--- src/rtl/dma_pkg.sv ---
package dma_pkg;

  // processor register select codes
  typedef enum logic [1:0] {
    SEL_ADDR  = 2'd0,
    SEL_COUNT = 2'd1,
    SEL_CTRL  = 2'd2,
    SEL_RSVD  = 2'd3
  } dma_sel_e;

  // control word bit positions
  localparam int unsigned CTL_RUN   = 0;
  localparam int unsigned CTL_TOMEM = 1;
  localparam int unsigned CTL_STEAL = 2;
  localparam int unsigned CTL_DONE  = 3;

  typedef struct packed {
    logic steal;   // 1: release the bus after each word
    logic to_mem;  // 1: peripheral -> memory
    logic run;     // transfer active
  } dma_ctl_t;

  typedef enum logic [1:0] {
    ST_IDLE,   // slave only
    ST_ASK,    // bus requested, waiting for grant
    ST_OWN,    // bus master, moving words
    ST_YIELD   // request dropped, waiting for grant to fall
  } dma_state_e;

endpackage

--- src/rtl/dma_regs.sv ---
module dma_regs
  import dma_pkg::*;
#(
  parameter int unsigned AW = 16,
  parameter int unsigned DW = 16,
  parameter int unsigned CW = 16
) (
  input  logic          clk,
  input  logic          rst_n,
  input  logic          cpu_cs,
  input  logic          cpu_rd,
  input  logic          cpu_wr,
  input  logic [1:0]    cpu_sel,
  input  logic [DW-1:0] cpu_wdata,
  output logic [DW-1:0] cpu_rdata,
  input  logic          bus_grant,
  input  logic          step,
  output logic [AW-1:0] addr_o,
  output logic [CW-1:0] cnt_o,
  output dma_ctl_t      ctl_o,
  output logic          done_o
);

  logic          port_open;
  logic [AW-1:0] addr_q;
  logic [CW-1:0] cnt_q;
  dma_ctl_t      ctl_q;
  logic          done_q;

  // processor port closes while the bus belongs to the controller
  assign port_open = cpu_cs && !bus_grant;

  always_ff @(posedge clk or negedge rst_n) begin
    if (!rst_n) begin
      addr_q <= '0;
      cnt_q  <= '0;
      ctl_q  <= '0;
      done_q <= 1'b0;
    end else if (step) begin
      addr_q <= addr_q + 1'b1;
      cnt_q  <= cnt_q - 1'b1;
      if (cnt_q == CW'(1)) begin
        ctl_q.run <= 1'b0;
        done_q    <= 1'b1;
      end
    end else if (port_open && cpu_wr) begin
      case (cpu_sel)
        SEL_ADDR:  if (!ctl_q.run) addr_q <= cpu_wdata[AW-1:0];
        SEL_COUNT: if (!ctl_q.run) cnt_q <= cpu_wdata[CW-1:0];
        SEL_CTRL: begin
          if (ctl_q.run) begin
            // only an abort gets through while active
            if (!cpu_wdata[CTL_RUN]) ctl_q.run <= 1'b0;
          end else begin
            ctl_q.to_mem <= cpu_wdata[CTL_TOMEM];
            ctl_q.steal  <= cpu_wdata[CTL_STEAL];
            if (cpu_wdata[CTL_DONE]) done_q <= 1'b0;
            if (cpu_wdata[CTL_RUN]) begin
              if (cnt_q == '0) done_q <= 1'b1;
              else             ctl_q.run <= 1'b1;
            end
          end
        end
        default: ;
      endcase
    end
  end

  always_comb begin
    cpu_rdata = '0;
    if (port_open && cpu_rd) begin
      case (cpu_sel)
        SEL_ADDR:  cpu_rdata = DW'(addr_q);
        SEL_COUNT: cpu_rdata = DW'(cnt_q);
        SEL_CTRL:  cpu_rdata = DW'({done_q, ctl_q.steal, ctl_q.to_mem, ctl_q.run});
        default:   cpu_rdata = '0;
      endcase
    end
  end

  assign addr_o = addr_q;
  assign cnt_o  = cnt_q;
  assign ctl_o  = ctl_q;
  assign done_o = done_q;

endmodule

--- src/rtl/dma_engine.sv ---
module dma_engine
  import dma_pkg::*;
(
  input  logic clk,
  input  logic rst_n,
  input  logic run,
  input  logic steal,
  input  logic cnt_last,
  input  logic bus_grant,
  input  logic dev_req,
  output logic bus_req,
  output logic move
);

  dma_state_e state_q, state_d;

  // one word per cycle while owning the bus and the peripheral is ready
  assign move    = (state_q == ST_OWN) && bus_grant && dev_req && run;
  assign bus_req = (state_q == ST_ASK) || (state_q == ST_OWN);

  always_comb begin
    state_d = state_q;
    unique case (state_q)
      ST_IDLE:  if (run) state_d = ST_ASK;
      ST_ASK: begin
        if (!run)           state_d = ST_IDLE;
        else if (bus_grant) state_d = ST_OWN;
      end
      ST_OWN: begin
        if (!run)                             state_d = ST_YIELD;
        else if (move && (cnt_last || steal)) state_d = ST_YIELD;
      end
      ST_YIELD: if (!bus_grant) state_d = run ? ST_ASK : ST_IDLE;
      default:  state_d = ST_IDLE;
    endcase
  end

  always_ff @(posedge clk or negedge rst_n) begin
    if (!rst_n) state_q <= ST_IDLE;
    else        state_q <= state_d;
  end

endmodule

--- src/rtl/dma_datapath.sv ---
module dma_datapath #(
  parameter int unsigned AW = 16,
  parameter int unsigned DW = 16
) (
  input  logic          move,
  input  logic          to_mem,
  input  logic [AW-1:0] addr,
  input  logic [DW-1:0] mem_rdata,
  input  logic [DW-1:0] dev_wdata,
  output logic [AW-1:0] mem_addr,
  output logic          mem_rd,
  output logic          mem_wr,
  output logic [DW-1:0] mem_wdata,
  output logic [DW-1:0] dev_rdata,
  output logic          dev_ack
);

  assign mem_addr  = move ? addr : '0;
  assign mem_rd    = move && !to_mem;
  assign mem_wr    = move && to_mem;
  assign mem_wdata = (move && to_mem)  ? dev_wdata : '0;
  assign dev_rdata = (move && !to_mem) ? mem_rdata : '0;
  assign dev_ack   = move;

endmodule

--- src/rtl/dma_ctrl.sv ---
module dma_ctrl
  import dma_pkg::*;
#(
  parameter int unsigned AW = 16,
  parameter int unsigned DW = 16,
  parameter int unsigned CW = 16
) (
  input  logic          clk,
  input  logic          rst_n,
  input  logic          cpu_cs,
  input  logic          cpu_rd,
  input  logic          cpu_wr,
  input  logic [1:0]    cpu_sel,
  input  logic [DW-1:0] cpu_wdata,
  output logic [DW-1:0] cpu_rdata,
  output logic          bus_req,
  input  logic          bus_grant,
  output logic [AW-1:0] mem_addr,
  output logic          mem_rd,
  output logic          mem_wr,
  output logic [DW-1:0] mem_wdata,
  input  logic [DW-1:0] mem_rdata,
  input  logic          dev_req,
  output logic          dev_ack,
  input  logic [DW-1:0] dev_wdata,
  output logic [DW-1:0] dev_rdata,
  output logic          irq
);

  logic [AW-1:0] addr_q;
  logic [CW-1:0] cnt_q;
  dma_ctl_t      ctl_q;
  logic          done_q;
  logic          step;
  logic          cnt_last;
  logic          xfer_steal;

  assign cnt_last   = (cnt_q == CW'(1));
  assign xfer_steal = ctl_q.steal;
  assign irq        = done_q;

  dma_regs #(.AW(AW), .DW(DW), .CW(CW)) u_regs (
    .clk       (clk),
    .rst_n     (rst_n),
    .cpu_cs    (cpu_cs),
    .cpu_rd    (cpu_rd),
    .cpu_wr    (cpu_wr),
    .cpu_sel   (cpu_sel),
    .cpu_wdata (cpu_wdata),
    .cpu_rdata (cpu_rdata),
    .bus_grant (bus_grant),
    .step      (step),
    .addr_o    (addr_q),
    .cnt_o     (cnt_q),
    .ctl_o     (ctl_q),
    .done_o    (done_q)
  );

  dma_engine u_engine (
    .clk       (clk),
    .rst_n     (rst_n),
    .run       (ctl_q.run),
    .steal     (xfer_steal),
    .cnt_last  (cnt_last),
    .bus_grant (bus_grant),
    .dev_req   (dev_req),
    .bus_req   (bus_req),
    .move      (step)
  );

  dma_datapath #(.AW(AW), .DW(DW)) u_path (
    .move      (step),
    .to_mem    (ctl_q.to_mem),
    .addr      (addr_q),
    .mem_rdata (mem_rdata),
    .dev_wdata (dev_wdata),
    .mem_addr  (mem_addr),
    .mem_rd    (mem_rd),
    .mem_wr    (mem_wr),
    .mem_wdata (mem_wdata),
    .dev_rdata (dev_rdata),
    .dev_ack   (dev_ack)
  );

endmodule

--- config.mk ---
export PLATFORM = sky130hd
export DESIGN_NAME = dma_ctrl
export DESIGN_NICKNAME = d
export VERILOG_FILES = /design/src/rtl/dma_pkg.sv /design/src/rtl/dma_regs.sv /design/src/rtl/dma_engine.sv /design/src/rtl/dma_datapath.sv /design/src/rtl/dma_ctrl.sv
export SDC_FILE = /design/constraint.sdc
export NUM_CORES = 1
export LEC_CHECK = 0
export ABC_AREA = 1
export BUFFER_PORTS_ARGS = -buffer_cell sky130_fd_sc_hd__buf_2
export CORE_MARGIN = 10
export CORE_UTILIZATION = 50
export CTS_CLUSTER_DIAMETER = 100
export DETAILED_ROUTE_END_ITERATION = 10
export HOLD_SLACK_MARGIN = 0.15
export PLACE_DENSITY_LB_ADDON = 0.05
export SLEW_MARGIN = 20
export SYNTH_ARGS = -nofsm -noshare
export SYNTH_HDL_FRONTEND = slang
export SYNTH_SLANG_ARGS = --single-unit
--- constraint.sdc ---
create_clock -name clk -period 2.1 [get_ports clk]
set_clock_uncertainty 0.2 [all_clocks]
set_input_delay 0.42 -clock clk [delete_from_list [all_inputs] [get_ports clk]]
set_output_delay 0.42 -clock clk [all_outputs]
set_load 0.03 [all_outputs]
==> impl_metrics.tcl <==
set metrics [dict create \
    area_growth_pct 53.2 \
    failed_checks "setup timing" \
    yosys.area_share.simple_pct 38.3 \
    cp_slowest_cell "dfrtp_2" \
    hold_start "cpu_wdata[14]" \
    r2r_end "u_regs.cnt_o[3]" \
    swShare_pct 49.7 \
    clock_latency_ns 0.30 \
    synthAdderAreaFrac_pct 3.41 \
    ys_seq_area_share_pct 28.8 \
    hold_viol_final 0 \
    fin_crit_sh_pct 111 \
    rows 29 \
    antenna_left 0 \
    syn_area_mm2 0.00330 \
    worst_ep_required_time_ns 1.48 \
    reg2reg_slack_ns 0.04 \
    nets 752 \
    power.switching_mw 2.14 \
    first_global_vias 3936 \
    ir_worst_vdd_v 0.000616 \
    grt_pass1_wl_um 18900 \
    seqPwrFrac_pct 36.1 \
    synth_area_leaders "dfrtp_1 (29%), nand2_1 (15%), nor2_1 (12%)" \
    cts_tree "done" \
    comb_power_share_pct 51.0 \
    worstPathMaxFanout 16 \
    status "finished, violations left" \
    clkSinkCount 38 \
    coreArea_mm2 0.00639 \
    holdPathStages 3 \
    drive_gt1_share_pct 38.0 \
    min_to "u_regs.cnt_o[14]" \
    p_leak_nw 2.57 \
    first_pass_iters 5 \
    synthMuxAreaShare_pct 0 \
    die_h_um 101 \
    cts_made_buffers 5 \
    synthCells 531 \
    hp-class "in -> reg" \
    p_int_mw 2.17 \
    post_drt_via_cell_ratio 5.39 \
    slowest_delay_ns 0.41 \
    yosys_warnings 0 \
    start_util_pct 51.7 \
    reg2reg_from "u_engine.state_q[0]" \
    path_class "reg -> out" \
    critPathArrivalTime_ns 1.70 \
    overflow 0 \
    wl_per_cell_um 16.5 \
    cp_cell_sequence "inv_2, ha_4, nand2_4, inv_4, nand2_8, nor2_4, inv_8, nor2_2, buf_4" \
    die_w_um 101 \
    port_buffers 125 \
    endpoint_kind "primary output" \
    critPathBufInv 4 \
    grt_max_degree 18 \
    cts_root_buffer "clkbuf_8" \
    ys_types 36 \
    r2r_cells 12 \
    routabilityCongestion 0.928 \
    setup_slack_ns -0.222 \
    finish.utilization_pct 79.1 \
    power_frac_clock_pct 12.9 \
    syn_avg_cell_area_um2 6.21 \
    max_freq_ghz 0.431 \
    relSlewSlack_pct 68.0 \
    ys_seq_elements 38 \
    num_vias 4116 \
    ios 126 \
    rsz0062_at_grt "yes" \
    synth_top_family_by_area "simple AND/OR/NAND/NOR gates" \
    synth_top_area_share_pct 28.8 \
    tightestPinTransition_ns 0.480 \
    drc_errors 0 \
    insertedDiodeCount 0 \
    final_cell_count_no_fill 764 \
    grt_use_total_pct 22.4 \
    cts_max_level 2 \
    cap_violations 0 \
    drt_iter0_markers 371 \
    antenna_found_initial 0 \
    synth_compound_area_share_pct 14.8 \
    dpl.hpwl_um 8950 \
    synthXorXnorAreaFrac_pct 0.796 \
    syn_nets 597 \
    clk_pin_slew_ns 0.08 \
    synth_top_area_cell "dfrtp_1" \
    final-max-slew-violation-count 0 \
    dp.cells 732 \
    setup_violations 51 \
    p_per_area_mw_per_mm2 854 \
    post-route-min-period_ns 2.32 \
    path_delay_family "buffers and inverters" \
    clock_path_buffers 2 \
    wl_um 12600 \
    start_kind "flop" \
    dieArea_mm2 0.0102 \
]
[power by group through the flow]
| stage | clock, mW | combinational (mW) | sequential, mW |
|---|---|---|---|
| 3_5_place_dp | 0 | 1.91 | 1.55 |
| 2_1_floorplan | 0 | 1.44 | 1.45 |
| 4_1_cts | 0.559 | 2.11 | 1.54 |
| 3_3_place_gp | 0 | 1.85 | 1.53 |
| 6_report | 0.558 | 2.20 | 1.56 |
| 5_1_grt | 0.588 | 2.45 | 1.62 |
[layout make-up]
cell class                      count  area, um^2
Fill cell                         453        1330
Clock buffer                        6        82.6
Clock inverter                      2        12.5
Timing Repair Buffer              164        1320
Inverter                           91         359
Sequential cell                    38         955
Multi-Input combinational cell    386        2230
Tap cell                           77        96.3
[routing by layer]
metal  part of all wire [%]  global-route usage (%)  up-vias
li1                       -                       -     1974
met4                    1.1                    5.57        0
met5                      0                       0        -
met1                     40                    27.5     1913
met3                     10                    5.99       11
met2                     49                    37.8      218
[worst min-delay path: cells and delay by family]
kind,cells,cell delay (ns)
simple gates,2,0.15
buf+inv,1,0.10
[cells in the final DEF, fill, tap and decap left out, types with 9 or more instances in the layout]
cell type,instances
o211ai_1,9
buf_6,37
nand3_1,23
inv_1,82
nand2_1,126
buf_2,74
buf_4,42
o21ai_0,17
o21ai_1,13
nor2_4,42
nor2_2,19
nor2_1,58
a21oi_1,24
dfrtp_1,35
[flip-flops by register name (all words and copies together), names as in the netlist, named ones only]
name              count
u_engine.state_q      1
u_regs.addr_o        16
u_regs.cnt_o         16
u_regs.ctl_o          3
u_regs.done_o         1
[synthesized netlist by cell type (all sizes together)]
library cell / n
o221ai: 3
o22ai: 3
xnor2: 1
inv: 91
nor2: 119
nor3: 7
nand3: 25
o21ai: 30
a221oi: 1
ha: 9
nand4: 8
a22oi: 1
dfrtp: 38
o21bai: 3
clkbuf: 2
a41oi: 2
o2111ai: 1
xor2: 2
or2: 1
buf: 14
o211ai: 9
a31oi: 1
nand2: 134
a21oi: 25
a311oi: 1
[through the flow]
step                TNS (ns)  power, mW  cell area, um^2  hold WS (ns)  setup WS (ns)
CTS                    -7.77       4.20             4910         0.193         -0.182
floorplan              -3.07       2.90             3560       -0.0756         -0.216
finish                 -9.16       4.32             5050         0.196         -0.222
detailed placement         0       3.45             4300         0.180         0.0458
global route          -12.41       4.65             5050         0.203         -0.301
global placement           0       3.38             4300         0.179         0.0738
[repair_timing]
| item | in CTS | in global routing |
|---|---|---|
| setup endpoints to repair | 51 | 78 |
| gates cloned | 2 | 0 |
| hold endpoints to repair | 15 | 0 |
| pin swaps | 3 | 2 |
| setup buffers | 8 | 14 |
| gates resized for setup | 113 | 22 |
| hold buffers | 1 | 0 |
[worst max path at each step]
stage / start / endpoint / slack (ns) / cells after the start
floorplan: u_engine.state_q[0] / mem_wdata[10] / -0.22 / 10
global placement: bus_grant / mem_wdata[10] / 0.07 / 8
detailed placement: u_engine.state_q[0] / mem_wdata[10] / 0.05 / 9
CTS: u_engine.state_q[0] / dev_rdata[12] / -0.18 / 9
global route: u_engine.state_q[0] / dev_rdata[3] / -0.30 / 9
finish: u_engine.state_q[0] / dev_rdata[3] / -0.22 / 9
[cell families after synthesis]
| family | count (synthesis) |
|---|---|
| buf+inv | 107 |
| flops | 38 |
| compound gates | 80 |
| fa+ha+maj | 9 |
| simple gates | 294 |
| xor+xnor | 3 |
Power figures use the tool's default switching activity.
